File: src/rtl/eep_pkg.sv
package eep_pkg;
  typedef enum logic [2:0] {
    PH_IDLE,
    PH_RX,
    PH_ACK,
    PH_TX,
    PH_MACK
  } phase_e;

  typedef enum logic [1:0] {
    BK_DEV,
    BK_ADDR,
    BK_DATA
  } kind_e;

  localparam logic [3:0] TYPE_CODE = 4'b1010;
endpackage

File: src/rtl/eep_bus_sync.sv
module eep_bus_sync #(
  parameter int STAGES = 2
) (
  input  logic clk,
  input  logic rst_n,
  input  logic scl_i,
  input  logic sda_i,
  output logic scl_rise,
  output logic scl_fall,
  output logic sda_lvl,
  output logic start_det,
  output logic stop_det
);
  logic [STAGES-1:0] scl_ff, sda_ff;
  logic scl_d, sda_d;
  logic scl_s, sda_s;

  assign scl_s = scl_ff[STAGES-1];
  assign sda_s = sda_ff[STAGES-1];

  always_ff @(posedge clk or negedge rst_n) begin
    if (!rst_n) begin
      scl_ff <= '1;
      sda_ff <= '1;
      scl_d  <= 1'b1;
      sda_d  <= 1'b1;
    end else begin
      scl_ff <= {scl_ff[STAGES-2:0], scl_i};
      sda_ff <= {sda_ff[STAGES-2:0], sda_i};
      scl_d  <= scl_s;
      sda_d  <= sda_s;
    end
  end

  assign scl_rise  = scl_s & ~scl_d;
  assign scl_fall  = ~scl_s & scl_d;
  assign sda_lvl   = sda_s;
  assign start_det = scl_s & scl_d & sda_d & ~sda_s;
  assign stop_det  = scl_s & scl_d & ~sda_d & sda_s;
endmodule

File: src/rtl/eep_mem.sv
module eep_mem #(
  parameter int DEPTH = 16,
  localparam int AW = $clog2(DEPTH)
) (
  input  logic              clk,
  input  logic              rst_n,
  input  logic              we,
  input  logic [AW-1:0]     waddr,
  input  logic [7:0]        wdata,
  input  logic [AW-1:0]     raddr,
  output logic [7:0]        rdata,
  output logic [DEPTH*8-1:0] flat
);
  logic [7:0] word [DEPTH];

  for (genvar g = 0; g < DEPTH; g++) begin : g_word
    always_ff @(posedge clk or negedge rst_n) begin
      if (!rst_n) begin
        word[g] <= 8'h00;
      end else if (we && (waddr == AW'(g))) begin
        word[g] <= wdata;
      end
    end
    assign flat[g*8 +: 8] = word[g];
  end

  assign rdata = word[raddr];
endmodule

File: src/rtl/eep_ctrl.sv
module eep_ctrl
  import eep_pkg::*;
#(
  parameter int DEPTH = 16,
  localparam int AW = $clog2(DEPTH)
) (
  input  logic          clk,
  input  logic          rst_n,
  input  logic          scl_rise,
  input  logic          scl_fall,
  input  logic          sda_lvl,
  input  logic          start_det,
  input  logic          stop_det,
  input  logic [2:0]    sel_pins,
  input  logic          wr_lock,
  input  logic [7:0]    rd_byte,
  output logic [AW-1:0] rd_addr,
  output logic          mem_we,
  output logic [AW-1:0] mem_waddr,
  output logic [7:0]    mem_wdata,
  output logic          sda_pull
);
  phase_e        phase_q, phase_d;
  kind_e         kind_q, kind_d;
  logic [3:0]    cnt_q, cnt_d;
  logic [7:0]    shr_q, shr_d;
  logic [7:0]    tx_q, tx_d;
  logic [AW-1:0] addr_q, addr_d, addr_inc;
  logic          rw_q, rw_d;
  logic          mack_q, mack_d;
  logic          pull_q, pull_d;
  logic          dev_ok;

  assign addr_inc  = addr_q + AW'(1);
  assign dev_ok    = (shr_q[7:4] == TYPE_CODE) && (shr_q[3:1] == sel_pins);
  assign rd_addr   = (phase_q == PH_MACK) ? addr_inc : addr_q;
  assign mem_waddr = addr_q;
  assign mem_wdata = shr_q;
  assign sda_pull  = pull_q;

  always_comb begin
    phase_d = phase_q;
    kind_d  = kind_q;
    cnt_d   = cnt_q;
    shr_d   = shr_q;
    tx_d    = tx_q;
    addr_d  = addr_q;
    rw_d    = rw_q;
    mack_d  = mack_q;
    pull_d  = pull_q;
    mem_we  = 1'b0;
    if (start_det) begin
      phase_d = PH_RX;
      kind_d  = BK_DEV;
      cnt_d   = 4'd0;
      pull_d  = 1'b0;
    end else if (stop_det) begin
      phase_d = PH_IDLE;
      pull_d  = 1'b0;
    end else begin
      case (phase_q)
        PH_RX: begin
          if (scl_rise && (cnt_q != 4'd8)) begin
            shr_d = {shr_q[6:0], sda_lvl};
            cnt_d = cnt_q + 4'd1;
          end else if (scl_fall && (cnt_q == 4'd8)) begin
            case (kind_q)
              BK_DEV: begin
                if (dev_ok) begin
                  pull_d  = 1'b1;
                  rw_d    = shr_q[0];
                  phase_d = PH_ACK;
                end else begin
                  phase_d = PH_IDLE;
                end
              end
              BK_ADDR: begin
                addr_d  = shr_q[AW-1:0];
                pull_d  = 1'b1;
                phase_d = PH_ACK;
              end
              default: begin
                if (wr_lock) begin
                  phase_d = PH_IDLE;
                end else begin
                  mem_we  = 1'b1;
                  addr_d  = addr_inc;
                  pull_d  = 1'b1;
                  phase_d = PH_ACK;
                end
              end
            endcase
          end
        end
        PH_ACK: begin
          if (scl_fall) begin
            cnt_d = 4'd0;
            if ((kind_q == BK_DEV) && rw_q) begin
              tx_d    = rd_byte;
              pull_d  = ~rd_byte[7];
              phase_d = PH_TX;
            end else begin
              pull_d  = 1'b0;
              phase_d = PH_RX;
              kind_d  = (kind_q == BK_DEV) ? BK_ADDR : BK_DATA;
            end
          end
        end
        PH_TX: begin
          if (scl_fall) begin
            if (cnt_q == 4'd7) begin
              pull_d  = 1'b0;
              phase_d = PH_MACK;
            end else begin
              tx_d   = {tx_q[6:0], 1'b0};
              pull_d = ~tx_q[6];
              cnt_d  = cnt_q + 4'd1;
            end
          end
        end
        PH_MACK: begin
          if (scl_rise) begin
            mack_d = ~sda_lvl;
          end else if (scl_fall) begin
            if (mack_q) begin
              addr_d  = addr_inc;
              tx_d    = rd_byte;
              pull_d  = ~rd_byte[7];
              cnt_d   = 4'd0;
              phase_d = PH_TX;
            end else begin
              phase_d = PH_IDLE;
            end
          end
        end
        default: ;
      endcase
    end
  end

  always_ff @(posedge clk or negedge rst_n) begin
    if (!rst_n) begin
      phase_q <= PH_IDLE;
      kind_q  <= BK_DEV;
      cnt_q   <= 4'd0;
      shr_q   <= 8'h00;
      tx_q    <= 8'h00;
      addr_q  <= '0;
      rw_q    <= 1'b0;
      mack_q  <= 1'b0;
      pull_q  <= 1'b0;
    end else begin
      phase_q <= phase_d;
      kind_q  <= kind_d;
      cnt_q   <= cnt_d;
      shr_q   <= shr_d;
      tx_q    <= tx_d;
      addr_q  <= addr_d;
      rw_q    <= rw_d;
      mack_q  <= mack_d;
      pull_q  <= pull_d;
    end
  end
endmodule

File: src/rtl/eeprom_tw_slave.sv
module eeprom_tw_slave #(
  parameter int DEPTH       = 16,
  parameter int SYNC_STAGES = 2,
  localparam int AW = $clog2(DEPTH)
) (
  input  logic               clk,
  input  logic               rst_n,
  input  logic               scl_i,
  input  logic               sda_i,
  input  logic [2:0]         sel_pins,
  input  logic               wr_lock,
  output logic               sda_pull,
  output logic [DEPTH*8-1:0] mem_o
);
  logic [1:0]    rst_ff;
  logic          rst_ns;
  logic          scl_rise, scl_fall, sda_lvl, start_det, stop_det;
  logic          mem_we;
  logic [AW-1:0] mem_waddr, rd_addr;
  logic [7:0]    mem_wdata, rd_byte;

  always_ff @(posedge clk or negedge rst_n) begin
    if (!rst_n) begin
      rst_ff <= 2'b00;
    end else begin
      rst_ff <= {rst_ff[0], 1'b1};
    end
  end
  assign rst_ns = rst_ff[1];

  eep_bus_sync #(.STAGES(SYNC_STAGES)) u_sync (
    .clk(clk), .rst_n(rst_ns), .scl_i(scl_i), .sda_i(sda_i),
    .scl_rise(scl_rise), .scl_fall(scl_fall), .sda_lvl(sda_lvl),
    .start_det(start_det), .stop_det(stop_det)
  );

  eep_ctrl #(.DEPTH(DEPTH)) u_ctrl (
    .clk(clk), .rst_n(rst_ns), .scl_rise(scl_rise), .scl_fall(scl_fall),
    .sda_lvl(sda_lvl), .start_det(start_det), .stop_det(stop_det),
    .sel_pins(sel_pins), .wr_lock(wr_lock), .rd_byte(rd_byte),
    .rd_addr(rd_addr), .mem_we(mem_we), .mem_waddr(mem_waddr),
    .mem_wdata(mem_wdata), .sda_pull(sda_pull)
  );

  eep_mem #(.DEPTH(DEPTH)) u_mem (
    .clk(clk), .rst_n(rst_ns), .we(mem_we), .waddr(mem_waddr),
    .wdata(mem_wdata), .raddr(rd_addr), .rdata(rd_byte), .flat(mem_o)
  );
endmodule

File: config.mk
export PLATFORM = sky130hd
export DESIGN_NAME = eeprom_tw_slave
export DESIGN_NICKNAME = d
export VERILOG_FILES = /design/src/rtl/eep_pkg.sv /design/src/rtl/eep_bus_sync.sv /design/src/rtl/eep_mem.sv /design/src/rtl/eep_ctrl.sv /design/src/rtl/eeprom_tw_slave.sv
export SDC_FILE = /design/constraint.sdc
export NUM_CORES = 1
export LEC_CHECK = 0
export BUFFER_PORTS_ARGS = -buffer_cell sky130_fd_sc_hd__buf_2
export CORE_ASPECT_RATIO = 1.1
export CORE_MARGIN = 5
export CORE_UTILIZATION = 55
export CTS_BUF_LIST = sky130_fd_sc_hd__clkbuf_16
export DETAILED_ROUTE_END_ITERATION = 8
export GPL_TIMING_DRIVEN = 0
export PLACE_DENSITY_LB_ADDON = 0.15
export SLEW_MARGIN = 15
export SYNTH_ARGS = -nofsm -noshare
export SYNTH_HDL_FRONTEND = slang
export SYNTH_SLANG_ARGS = --single-unit
File: constraint.sdc
create_clock -name clk -period 13.1 [get_ports clk]
set_input_delay 3.275 -clock clk [delete_from_list [all_inputs] [get_ports clk]]
set_output_delay 3.275 -clock clk [all_outputs]
set_load 0.01 [all_outputs]
After elaboration in Yosys (flattened, before gate mapping):

Index checks and enable logic that the tools add are counted.

* memory bits (read-only): 0
* memories kept: 0
* memory bits (writable): 0
* bits in latches: 0
* bits in registers: 167
* logic and storage cells: 216
* input port bits: 8
* output and inout bits: 129

* add/subtract/negate cells: 2
* mux-type cells: 73
* $mul: 0
* div/mod/pow operators: 0
* equality and inequality tests: 55
* shift operators: 0
* order comparisons: 1
* bitwise operators: 17
* reduce and logical (&&, ||, !) cells: 38

Operators by type and width (count)
* $mux 4: 16
* $mux 7: 7
* $eq 4x4->1 const B: 10
* $bmux 8 s4: 1
* $reduce_and 10->1: 3
* $mux 3: 9
* $ne 4x3->1 const B: 6
* $pmux 7 s3: 1
* $eq 4x3->1 const B: 5
* $logic_and 1x1->1: 20
* $mux 1: 20
* $mux 2: 10
* $ne 3x2->1 const B: 6
* $mux 8: 2
* $pmux 4 s2: 2
* $pmux 4 s4: 1
* $ne 2x1->1 const B: 6
* $ne 2x2->1 const B: 6
* $ne 4x4->1 const B: 3
* $pmux 3 s4: 1
* $reduce_and 4->1: 3
* $not 1->1: 9
* $reduce_and 9->1: 1
* $add 4x1->4 const B: 2
* 25 further kinds: 36

Logic depth before layout (Yosys ltp):

Gate-level depths: netlist of the first run.

* word-level depth: 13
* depth in mapped cells: 13
* mapped depth without buffers: 8

Modules after synthesis:

Synthesis of the first run repeated with hierarchy kept, for this count alone.

* cell total of the unflattened synthesis: 569
* area, all modules: 8059.0 um^2

Modules (own cells, without submodules)
* eep_mem: instances 1, cells an instance 364, seq. area each 3203.1 um^2, area each 5809.3 um^2
* eep_ctrl: instances 1, cells an instance 192, seq. area each 775.7 um^2, area each 2005.7 um^2
* eep_bus_sync: instances 1, cells an instance 10, seq. area each 157.7 um^2, area each 190.2 um^2
* eeprom_tw_slave: instances 1, cells an instance 3, seq. area each 50.0 um^2, area each 53.8 um^2

Worst setup path before layout of the first run:

No wires, ideal clock.

* path kind: input -> register
* from: input wr_lock
* to: register u_mem.word, in the netlist u_mem.flat[122]
* slack: 8.559 ns
* stages: 5
* library setup time: 0.128 ns
* required time: 12.972 ns
* path buffers: 1
* arrival time: 4.413 ns
* cell sequence: nor4b_2 and2_1 clkbuf_1 nand3_2 mux2_1

* cells in the longest elaborated chain, start to end: 8

Ends and longest elaborated chain
* start: declaration: line eeprom_tw_slave.sv:11 `input logic wr_lock,`
* $mux 1: line eep_ctrl.sv:83 `if (wr_lock) begin`
* $mux 1: line eep_ctrl.sv:67 `case (kind_q)`
* $mux 1: line eep_ctrl.sv:66 `end else if (scl_fall && (cnt_q == 4'd8)) begin`
* $mux 1: line eep_ctrl.sv:63 `if (scl_rise && (cnt_q != 4'd8)) begin`
* $mux 1: line eep_ctrl.sv:61 `case (phase_q)`
* $mux 1: line eep_ctrl.sv:57 `end else if (stop_det) begin`
* $mux 1: line eep_ctrl.sv:52 `if (start_det) begin`
* $logic_and 1x1->1: line eep_mem.sv:20 `end else if (we && (waddr == AW'(g))) begin`
* end signal: indexed assignment: line eep_mem.sv:21 `word[g] <= wdata;`
* end: declaration: line eep_mem.sv:14 `logic [7:0] word [DEPTH];`

Every way passes these cells.
A chain may end at the register's enable or synchronous reset.

Worst setup path after layout of the first run:

* from: register u_ctrl.addr_q[0], in the netlist u_ctrl.mem_waddr[0]
* to: register u_ctrl.tx_q[0]

* cells in the longest elaborated chain, start to end: 10
* elaborated cells between the ends (all ways): 12
* classes of those cells: add/sub (1); mux (10); bitwise (1)

Ends and longest elaborated chain
* start: declaration: line eep_ctrl.sv:28 `logic [AW-1:0] addr_q, addr_d, addr_inc;`
* start signal: assignment: line eep_ctrl.sv:158 `addr_q <= addr_d;`
* $add 4x1->4: line eep_ctrl.sv:34 `assign addr_inc = addr_q + AW'(1);`
* $mux 4 (*): line eep_ctrl.sv:36 `assign rd_addr = (phase_q == PH_MACK) ? addr_inc : addr_q;`
* $not 4->5 (implied by the code) (*): line eep_mem.sv:27 `assign rdata = word[raddr];`
* $bmux 8 s4 (*): line eep_mem.sv:27
* $mux 8 (implied by the code) (*) (2 in a row): line eep_mem.sv:27
* $mux 7: line eep_ctrl.sv:125 `if (mack_q) begin`
* $mux 7: line eep_ctrl.sv:124 `end else if (scl_fall) begin`
* $mux 7: line eep_ctrl.sv:122 `if (scl_rise) begin`
* $pmux 7 s3 (*): line eep_ctrl.sv:61
* end signal: assignment: line eep_ctrl.sv:157 `tx_q <= tx_d;`
* end: declaration: line eep_ctrl.sv:27 `logic [7:0] tx_q, tx_d;`

Mark *: on every way between the ends. The rest lies on a longest branch, timed or not. The select of a mux whose other input is x is not followed.

==> metrics.cfg, run 1 <==
[run_status]
status=complete, no violations

[grt]
antenna_found_initial=0
grt_max_degree=52
grt_overflow=0
use_met3_pct=7.12
busiest_layer=met2
global_route.usage.met2_pct=52.5
grt_util_all_layers_pct=32.5
use_met1_pct=41.6
grt_pass1_vias=7570
grt_pass1_wl_um=46500

[sta]
setup_tns_ns=0
slew_headroom_pct=22.0
setup_ws_ns=8.25
max_freq_ghz=0.206
final-max-slew-violation-count=0
setup_viol=0
post-route-period-util_pct=37.0
rsz0062_at_grt=no
worstMarginPinSlew_ns=1.14
clock_skew_ns=0.0108
hold_viol_final=0
post-route-min-period_ns=4.85

[finish]
area_growth_pct=17.4
antenna_cells=0
drive_above_1_share_pct=37.3
finalNetCount=956

[clock_tree]
root_buffer=clkbuf_16
cts_resized=0
clock_path_buffers=2
postCtsSetupBuffers=0
clk_latency_ns=0.44
htreeDepth=4
cts_tree=built
cts.sinks=167
cts_hold_buf=0
numCtsBuffers=17
clkSlewWorstSetupHoldPaths_ns=0.07

[setup_path]
rrSetupSlack_ns=8.25
r2r_end=u_ctrl.tx_q[0]$_DFFE_PN0P_
worstSetupEndpointType=flop
timing.rr.start=u_ctrl.mem_waddr[0]$_DFFE_PN0P_
required_ns=13.45
r2r_cells=12
cpMaxStageDelayCell=a2111oi_0
path_max_fanout=11
crit_chain=buf_2 -> clkinv_1 -> clkbuf_1 -> ha_1 -> buf_2 -> buf_1 -> inv_1 -> a21oi_1 -> a21oi_1 -> a2111oi_0 -> nor4b_1 -> nor3_1
arrival_ns=5.19
cpPeakStageDelay_ns=0.83
cp-start-kind=flop
crit_type=reg -> reg

[placed_design]
gp_congestion=1.02
dpl_worst_slack_ns=7.92
numPortBuffers=136
dp_hpwl_um=22000

[die]
die_area_mm2=0.0192
fp.coreArea_mm2=0.0163
fp.dieH_um=145
pin_count=137
dieWidth_um=132
initial_core_util_pct=55.6
placement_rows=49

[logic_synthesis]
yosys_warnings=0
synth_edf_count=0
syn_inst=784
avgSynthCellArea_um2=11.6
synth_fp_nets=798
async_flop_share_pct=100
synth-seq-cells=167
yosysSeqAreaShare_pct=46.1
yosys.cell_types.count=75
syn-cell-area_mm2=0.00907
ys.flop_type=dfrtp_1

[pwr]
p_leak_nw=5.37
peakVddDrop_mv=0.100
p_per_area_mw_per_mm2=163

[drt]
drt_wl_total_um=31100
vias_per_cell=6.67
drt_iter0_drc=766
ant_nets=0
vias=7731
wl_per_cell_um=26.8
drc_errors=0
drt_pass1_iterations=7

[hold_path]
hold_path_class=reg -> async

[run]
drv_cap=0

==> worst max-delay path, delay by kind of cell, from the launching register on <==
kind                       cells  cell delay (ns)
and+or+nand+nor                2             0.34
AOI/OAI and AO/OA              3             1.08
adders and majority gates      1             0.51
DFF                            1             0.40
buffers and inverters          6             2.41
==> layout make-up <==
cell class	instances	area, um^2
Inverter	10	37.5
Clock inverter	15	128
Clock buffer	17	425
Tap cell	204	255
Sequential cell	167	4190
Fill cell	1361	5650
Timing Repair Buffer	139	763
Multi-Input combinational cell	546	4600
Buffer	61	262
==> cell families after synthesis <==
logic type | count (synthesis) | share of synthesized area, %
simple gates | 165 | 9.89
xor+xnor | 7 | 0.676
mux | 208 | 27.1
flops | 167 | 46.1
fa+ha+maj | 6 | 0.827
buf+inv | 71 | 3.30
other cells | 1 | 0.0413
compound gates | 159 | 12.0
==> placed cells by master (no fill, tap or decap), types with 8 or more instances in the layout <==
cell,n
nor2_1,24
dfrtp_1,160
a211oi_1,9
buf_2,150
mux2_1,10
nand2_1,43
o22ai_1,15
mux2_2,135
clkbuf_16,17
mux4_2,16
inv_1,9
nand3_1,15
nor2b_1,9
a31oi_1,8
mux2i_1,47
nor3_1,20
clkbuf_1,39
and2_1,19
o21ai_0,22
o221ai_1,13
a21oi_1,35
==> power by group <==
group / leakage [nW] / internal (mW) / switching (mW)
Clock: 0.275 / 0.262 / 0.222
Sequential: 2.27 / 0.554 / 0.0336
Combinational: 2.82 / 0.220 / 0.450
Total: 5.37 / 1.04 / 0.705
==> metal layers <==
metal  wire, um  vias to the layer above
met5          0                        -
li1           -                     3264
met4       1740                        0
met3       2830                      107
met2      14600                      473
met1      11900                     3887
==> registers in the layout (all words and copies together), names as in the netlist <==
register          flops
u_sync.sda_ff         2
u_ctrl.rw_q           1
u_ctrl.tx_q           7
u_ctrl.mack_q         1
u_ctrl.phase_q        3
u_sync.sda_d          1
u_ctrl.sda_pull       1
rst_ff                2
u_mem.flat          128
u_ctrl.cnt_q          4
u_sync.scl_d          1
u_ctrl.kind_q         2
u_sync.scl_ff         2
u_ctrl.mem_wdata      8
u_ctrl.mem_waddr      4
==> through the flow <==
step           area, um^2  utilization (%)  std cells  power [mW]  hold slack (ns)
2_1_floorplan        9070                -        784        1.03            0.331
3_3_place_gp        10000             61.4       1124        1.24            0.342
3_5_place_dp        10100             61.9       1127        1.24            0.249
4_1_cts             10700             65.3       1159        1.73            0.256
5_1_grt             10700             65.3       1159        1.81            0.276
6_report            10700             65.3       1159        1.74            0.248
==> Yosys cell counts, types with 4 or more instances <==
library cell,instances,area share (%)
dfrtp_1,161,44
mux2_2,135,17
mux2i_1,47,5.2
nand2_1,43,1.8
clkbuf_1,39,1.6
a21oi_1,35,1.9
nor2_1,24,0.99
o21ai_0,22,1.2
nor3_1,20,1.1
and2_1,19,1.3
mux4_2,16,4.0
nand3_1,15,0.83
o22ai_1,15,1.0
buf_2,14,0.77
o221ai_1,13,1.3
mux2_1,10,1.2
a211oi_1,9,0.74
nor2b_1,9,0.62
a31oi_1,8,0.55
inv_1,8,0.33
a2111oi_0,6,0.58
dfstp_2,6,1.7
ha_1,6,0.83
buf_1,5,0.21
nand2b_1,5,0.34
o31ai_1,5,0.41
nand3_2,4,0.44
o22a_1,4,0.39
xnor2_1,4,0.39
==> worst max path at each step <==
stage | endpoint | start | depth (start not counted) | slack, ns
finish | u_ctrl.tx_q[0]$_DFFE_PN0P_ | u_ctrl.mem_waddr[0]$_DFFE_PN0P_ | 12 | 8.25
global route | u_mem.flat[77]$_DFFE_PN0P_ | wr_lock | 6 | 8.23
CTS | u_mem.flat[78]$_DFFE_PN0P_ | wr_lock | 6 | 8.36
detailed placement | u_mem.flat[78]$_DFFE_PN0P_ | wr_lock | 6 | 7.92
global placement | u_ctrl.cnt_q[1]$_DFFE_PN0P_ | rst_ff[1]$_DFF_PN0_ | 0 | 6.17
floorplan | u_ctrl.cnt_q[0]$_DFFE_PN0P_ | rst_ff[1]$_DFF_PN0_ | 0 | 8.11
No activity file was read; power rests on OpenSTA's default activity.
==> run 2: changes to the inputs <==
CORE_UTILIZATION = 52   (was 55)
clock period = 4.05 ns   (was 13.1 ns; I/O delays follow)
==> run 2 against run 1 <==
- cell count increased by 2.8%
- global-route usage decreased by 0.67 points
- die area increased by 5.3%
- combinational power increased to 3.3 times the previous value
- worst hold slack got worse by 0.11 ns
- critical path type unchanged
==> metrics.cfg, run 2 (synthesis gave the netlist of run 1 again) <==
[drt]
drt_iter0_drc=825  ; +7.7%
vias_per_cell=6.35  ; -4.9%
vias=7558  ; -2.2%
drc_errors=0  ; unchanged
drt_wl_total_um=31300  ; +0.64%
ant_nets=0  ; unchanged
drt_pass1_iterations=6  ; -1
wl_per_cell_um=26.2  ; -2.1%

[sta]
post-route-period-util_pct=95.7  ; +59 points
hold_slack_ns=0.136  ; -0.112 ns
hold_viol_final=0  ; unchanged
setup_tns_ns=0  ; unchanged
slew_headroom_pct=39.0  ; +17 points
final-max-slew-violation-count=0  ; unchanged
rsz0062_at_grt=no
setup_ws_ns=0.173  ; -8.08 ns
post-route-min-period_ns=3.88  ; -0.969 ns
setup_viol=0  ; unchanged
max_freq_ghz=0.258  ; +25%
clock_skew_ns=0.0158  ; +0.00506 ns
worstMarginPinSlew_ns=0.898  ; -0.239 ns

[setup_path]
worstSetupEndpointType=flop
crit_family=buffers and inverters
path_common_cell=clkbuf_1
cpPeakStageDelay_ns=0.68  ; -0.15 ns
cpMaxStageDelayCell=or4b_2
r2r_cells=11  ; -1
cp-start-kind=flop
required_ns=4.36  ; -9.09 ns
path_buf_inv=5  ; -1
cp.depth=11  ; -1
crit_type=reg -> reg
arrival_ns=4.19  ; -1.00 ns
crit_chain=buf_2 -> clkinvlp_4 -> clkbuf_2 -> ha_1 -> or4b_2 -> clkbuf_1 -> clkbuf_1 -> o221ai_1 -> a211oi_1 -> a311oi_1 -> o31ai_1
path_max_fanout=11  ; unchanged

[run]
drv_cap=0  ; unchanged

[pwr]
internal_power_mw=3.34  ; +220%
clockPowerShare_pct=28.2  ; +0.4 points
power_switching_mw=2.38  ; +240%
peakVddDrop_mv=0.335  ; +230%
p_total_mw=5.72  ; +230%
switching_share_pct=41.5  ; +1.1 points
p_per_area_mw_per_mm2=532  ; +230%
p_leak_nw=5.39  ; +0.42%
pwr-share-seq_pct=33.2  ; -0.5 points
combPwrFrac_pct=38.7  ; +0.2 points

[finish]
layout_commonest_cell=dfrtp_1
n_fill_cell=1401  ; +2.9%
area_growth_pct=18.5
final_cell_mix=dfrtp_1 (160), buf_2 (150), mux2_2 (135)
drive_above_1_share_pct=37.9  ; +0.65 points
finalNetCount=958  ; +0.21%
antenna_cells=0  ; unchanged
largest_register_ffs=128  ; unchanged
final_core_utilization_pct=63.0  ; -2.4 points

[clock_tree]
clock_path_buffers=2  ; unchanged
clkSlewWorstSetupHoldPaths_ns=0.08  ; about the same
root_buffer=clkbuf_16
htreeDepth=4  ; unchanged
clk_latency_ns=0.45  ; about the same
numCtsBuffers=17  ; unchanged
cts_tree=built
cts_hold_buf=0  ; unchanged
cts.sinks=167  ; unchanged

[grt]
grt_util_all_layers_pct=31.9  ; -0.67 points
grt_overflow=0  ; unchanged
antenna_found_initial=0  ; unchanged
grt_max_degree=60  ; +15%
grt_pass1_vias=7731  ; +2.1%
grt_pass1_wl_um=47900  ; +3.1%

[run_status]
status=complete, no violations

[die]
fp.dieH_um=149  ; +2.6%
placement_rows=50  ; +2.0%
fp.coreArea_mm2=0.0171  ; +4.7%
pin_count=137  ; unchanged
die_area_mm2=0.0202  ; +5.3%
dieWidth_um=136  ; +2.6%
initial_core_util_pct=53.1  ; -2.5 points

[placed_design]
dp_hpwl_um=22000  ; +0.19%
gp_congestion=0.970  ; -4.7%
dpl_worst_slack_ns=-0.316  ; -8.23 ns
numPortBuffers=136  ; unchanged

[hold_path]
hold_path_class=reg -> async

## run 2: cell count changes in the layout (fill, tap and decap cells not counted), sizes merged
cell / previous run / this run
inv: 14 / 15
buf: 161 / 163
bufinv: 1 / 0
## run 2: final timing paths
check / endpoint / startpoint / slack [ns]
hold / removal: u_mem.flat[46]$_DFFE_PN0P_ / rst_ff[1]$_DFF_PN0_ / 0.14
setup reg to reg: u_ctrl.tx_q[3]$_DFFE_PN0P_ / u_ctrl.mem_waddr[0]$_DFFE_PN0P_ / 0.17
min in group clk: u_sync.sda_ff[1]$_DFF_PN1_ / u_sync.sda_ff[0]$_DFF_PN1_ / 0.36
setup / recovery: u_ctrl.tx_q[3]$_DFFE_PN0P_ / u_ctrl.mem_waddr[0]$_DFFE_PN0P_ / 0.17
max in group asynchronous: u_sync.sda_d$_DFF_PN1_ / rst_ff[1]$_DFF_PN0_ / 3.06
hold reg to reg: u_mem.flat[46]$_DFFE_PN0P_ / rst_ff[1]$_DFF_PN0_ / 0.14
## run 2: stage by stage
stage,instance area (um^2),instances
floorplan,9080,784
global placement,10000,1154
detailed placement,10100,1157
CTS,10700,1188
global route,10800,1191
finish,10800,1191
## run 2: timing repair
action	CTS	global route
resized for setup	1	1
setup endpoints to repair	6	4
gates cloned	0	0
setup buffers	0	3
## run 2: power groups by stage
stage	clock network, mW	logic [mW]	registers (mW)
finish	1.61	2.21	1.90
global placement	0	2.07	1.95
detailed placement	0	2.12	1.92
global route	1.69	2.34	1.91
floorplan	0	1.41	1.92
CTS	1.62	2.13	1.89
## run 2: area by class of cell
cell class	instances	area, um^2	area share [%]
plain buffers	60	259	2.41
clock buffers	17	425	3.96
clock inverters	15	158	1.47
inverters	10	41.3	0.384
multi-input cells	546	4600	42.8
flip-flops and latches	167	4190	39.0
well taps	234	293	2.72
repair buffers	142	786	7.31
## run 2: routing by layer
layer / routed length, um / global-route usage (%) / vias to the layer above / part of all wire [%]
li1: - / - / 3278 / -
met1: 12600 / 42.8 / 3773 / 40
met2: 14700 / 50.3 / 399 / 47
met3: 2370 / 5.65 / 108 / 7.6
met4: 1550 / 15.2 / 0 / 5.0
met5: 0 / 0 / - / 0
==> run 3: changes to the inputs <==
CORE_UTILIZATION = 40   (was 52)
SYNTH_HIERARCHICAL = 1   (was default)
==> run 3 against run 2 <==
- clock skew decreased by 0.0013 ns
- wire length decreased by 24%
- utilization decreased by 14 points
- critical path depth decreased by 1
- sequential share of layout area increased by 4.2 points
- critical endpoint is now u_ctrl/tx_q[2]$_DFFE_PN0P_
- critical path type unchanged
- die area increased by 14%
- non-clock buffer count decreased by 32
- combinational power decreased by 79%
==> metrics.cfg, run 3 <==
[run_status]
status=complete, no violations

[sta]
final-max-slew-violation-count=0  ; unchanged
rsz0062_at_grt=no
post-route-min-period_ns=3.76  ; -0.121 ns
setup_ws_ns=0.294  ; +0.121 ns
worstMarginPinSlew_ns=0.941  ; +0.0436 ns
setup_viol=0  ; unchanged
max_freq_ghz=0.266  ; +3.2%
hold_viol_final=0  ; unchanged
setup_tns_ns=0  ; unchanged
post-route-period-util_pct=92.7  ; -3.0 points
hold_slack_ns=0.199  ; +0.0627 ns
slew_headroom_pct=37.2  ; -1.7 points
clock_skew_ns=0.0146  ; -0.00127 ns

[clock_tree]
postCtsSetupBuffers=0  ; unchanged
cts_tree=built
cts_resized=0  ; -1
clkSlewWorstSetupHoldPaths_ns=0.07  ; about the same
root_buffer=clkbuf_16
htreeDepth=4  ; unchanged
clk_latency_ns=0.43  ; -0.02 ns
cts.sinks=167  ; unchanged
numCtsBuffers=17  ; unchanged
cts_hold_buf=0  ; unchanged
clock_path_buffers=2  ; unchanged

[placed_design]
dp_hpwl_um=16900  ; -23%
dp.cells=960  ; -17%
dpl_worst_slack_ns=0.361  ; +0.677 ns
numPortBuffers=136  ; unchanged
placed_cell_area_mm2=0.00913  ; -10%
gp_congestion=0.887  ; -8.6%

[grt]
grt_util_all_layers_pct=20.7  ; -11 points
grt_pass1_vias=6092  ; -21%
grt_pass1_wl_um=37100  ; -23%
antenna_found_initial=0  ; unchanged
grt_overflow=0  ; unchanged
grt_max_degree=64  ; +6.7%

[hold_path]
hold_path_class=reg -> async

[pwr]
clockPowerShare_pct=40.1  ; +12 points
power_switching_mw=1.21  ; -49%
switching_share_pct=30.8  ; -11 points
p_per_area_mw_per_mm2=405  ; -24%
pwr-share-seq_pct=48.2  ; +15 points
p_leak_nw=4.90  ; -9.1%
p_total_mw=3.94  ; -31%
combPwrFrac_pct=11.7  ; -27 points
peakVddDrop_mv=0.264  ; -21%
internal_power_mw=2.72  ; -18%

[drt]
drt_wl_total_um=23800  ; -24%
drt_pass1_iterations=4  ; -2
drt_iter0_drc=369  ; -55%
vias=5644  ; -25%
ant_nets=0  ; unchanged
drc_errors=0  ; unchanged
wl_per_cell_um=24.0  ; -8.6%
vias_per_cell=5.69  ; -10%

[setup_path]
arrival_ns=4.06  ; -0.13 ns
worstSetupEndpointType=flop
cp-start-kind=flop
required_ns=4.35  ; about the same
crit_type=reg -> reg
path_max_fanout=10  ; -1

[logic_synthesis]
yosys_warnings=6  ; +6
async_flop_share_pct=100  ; unchanged
yosys.cell_types.count=64  ; -15%
avgSynthCellArea_um2=14.2  ; +22%
synth_edf_count=0  ; unchanged
synth-seq-cells=167  ; unchanged
ys.flop_type=dfrtp_1
synth_top_cell_by_area=dfrtp_1
yosysSeqAreaShare_pct=51.9  ; +5.8 points
yosysMostFrequentCell=dfrtp_1
syn-cell-area_mm2=0.00806  ; -11%
synth.top_cell.area_share_pct=50.0  ; +5.6 points
synth_commonest_cells=dfrtp_1 (161), mux2_2 (150), mux4_2 (32), nand2_1 (22), a22oi_1 (16)
synth_fp_nets=580  ; -27%
yosys-top-cells-area=dfrtp_1 (50%), mux2_2 (21%), mux4_2 (8.9%), dfstp_2 (2.0%), a22oi_1 (1.5%)
syn_inst=569  ; -27%

[finish]
layout_commonest_cell=dfrtp_1
stdcell_area_mm2=0.00971  ; -9.7%
drive_above_1_share_pct=53.0  ; +15 points
final_core_utilization_pct=48.9  ; -14 points
antenna_cells=0  ; unchanged
finalNetCount=738  ; -23%
area_growth_pct=20.5
fin_cells=992  ; -17%
final_cell_mix=dfrtp_1 (160), mux2_2 (150), buf_2 (142)
largest_register_ffs=128  ; unchanged

[die]
die_area_mm2=0.0231  ; +14%
dieWidth_um=145  ; +6.9%
fp.coreArea_mm2=0.0199  ; +16%
pin_count=137  ; unchanged
initial_core_util_pct=40.6  ; -13 points
fp.dieH_um=159  ; +6.9%
placement_rows=54  ; +8.0%

[run]
drv_cap=0  ; unchanged

## run 3: cell count changes after synthesis, sizes merged, moves of 14 or more
cell	previous run	this run
mux2i	47	5
o22ai	15	1
clkbuf	39	11
a22oi	2	16
nand2	43	22
mux4	16	32
nor3	20	1
o21ai	25	3
a21oi	36	9
nand3	19	4
and2	19	3
## run 3: cell families after synthesis
logic type	after synthesis	share of synthesized area, %
compound gates	64	6.29
xor+xnor	7	0.761
fa+ha+maj	3	0.466
buf+inv	37	2.42
flops	167	51.9
mux	187	30.5
other cells	1	0.0465
simple gates	103	7.55
## run 3: final timing paths
path | start | to | slack (ns) | cells after the start
min in group clk | rst_ff[0]$_DFF_PN0_ | rst_ff[1]$_DFF_PN0_ | 0.35 | 0
min reg2reg | rst_ff[1]$_DFF_PN0_ | u_mem/flat[91]$_DFFE_PN0P_ | 0.20 | 0
max reg2reg | u_ctrl/phase_q[2]$_DFFE_PN0P_ | u_ctrl/tx_q[2]$_DFFE_PN0P_ | 0.29 | 10
max | u_ctrl/phase_q[2]$_DFFE_PN0P_ | u_ctrl/tx_q[2]$_DFFE_PN0P_ | 0.29 | 10
min | rst_ff[1]$_DFF_PN0_ | u_mem/flat[91]$_DFFE_PN0P_ | 0.20 | 0
max in group asynchronous | rst_ff[1]$_DFF_PN0_ | u_sync/sda_ff[0]$_DFF_PN1_ | 2.90 | 2
## run 3: area by class of cell
class	instances	area [um^2]
inverter	6	22.5
sequential	167	4190
multi-input combinational	365	3680
clock inverter	15	154
tap	252	315
clock buffer	17	425
timing repair buffer	139	756
fill	1783	10200
buffer	31	173
## run 3: layer usage
layer	vias up	global-route usage [%]	routed length [um]
met5	-	0	0
met4	0	5.98	445
met3	34	4.82	1370
met2	163	36.1	12500
met1	2962	25.6	9540
li1	2485	-	-
## run 3: power groups by stage
| stage | sequential, mW | clock, mW | combinational [mW] |
|---|---|---|---|
| after floorplan | 1.87 | 0 | 0.301 |
| after global placement | 1.95 | 0 | 0.412 |
| after detailed placement | 1.93 | 0 | 0.462 |
| after CTS | 1.89 | 1.61 | 0.463 |
| after global routing | 1.91 | 1.69 | 0.508 |
| final | 1.90 | 1.58 | 0.461 |
## run 3: critical path: stages (launching register included)
cell     delay [ns]
dfrtp_1        0.38
buf_2          0.21
nor3b_2        0.54
nand2_1        0.12
nand2_1        0.21
buf_1          0.71
mux4_2         0.43
a22oi_1        0.38
nand2_1        0.10
mux2_2         0.29
mux2_2         0.27
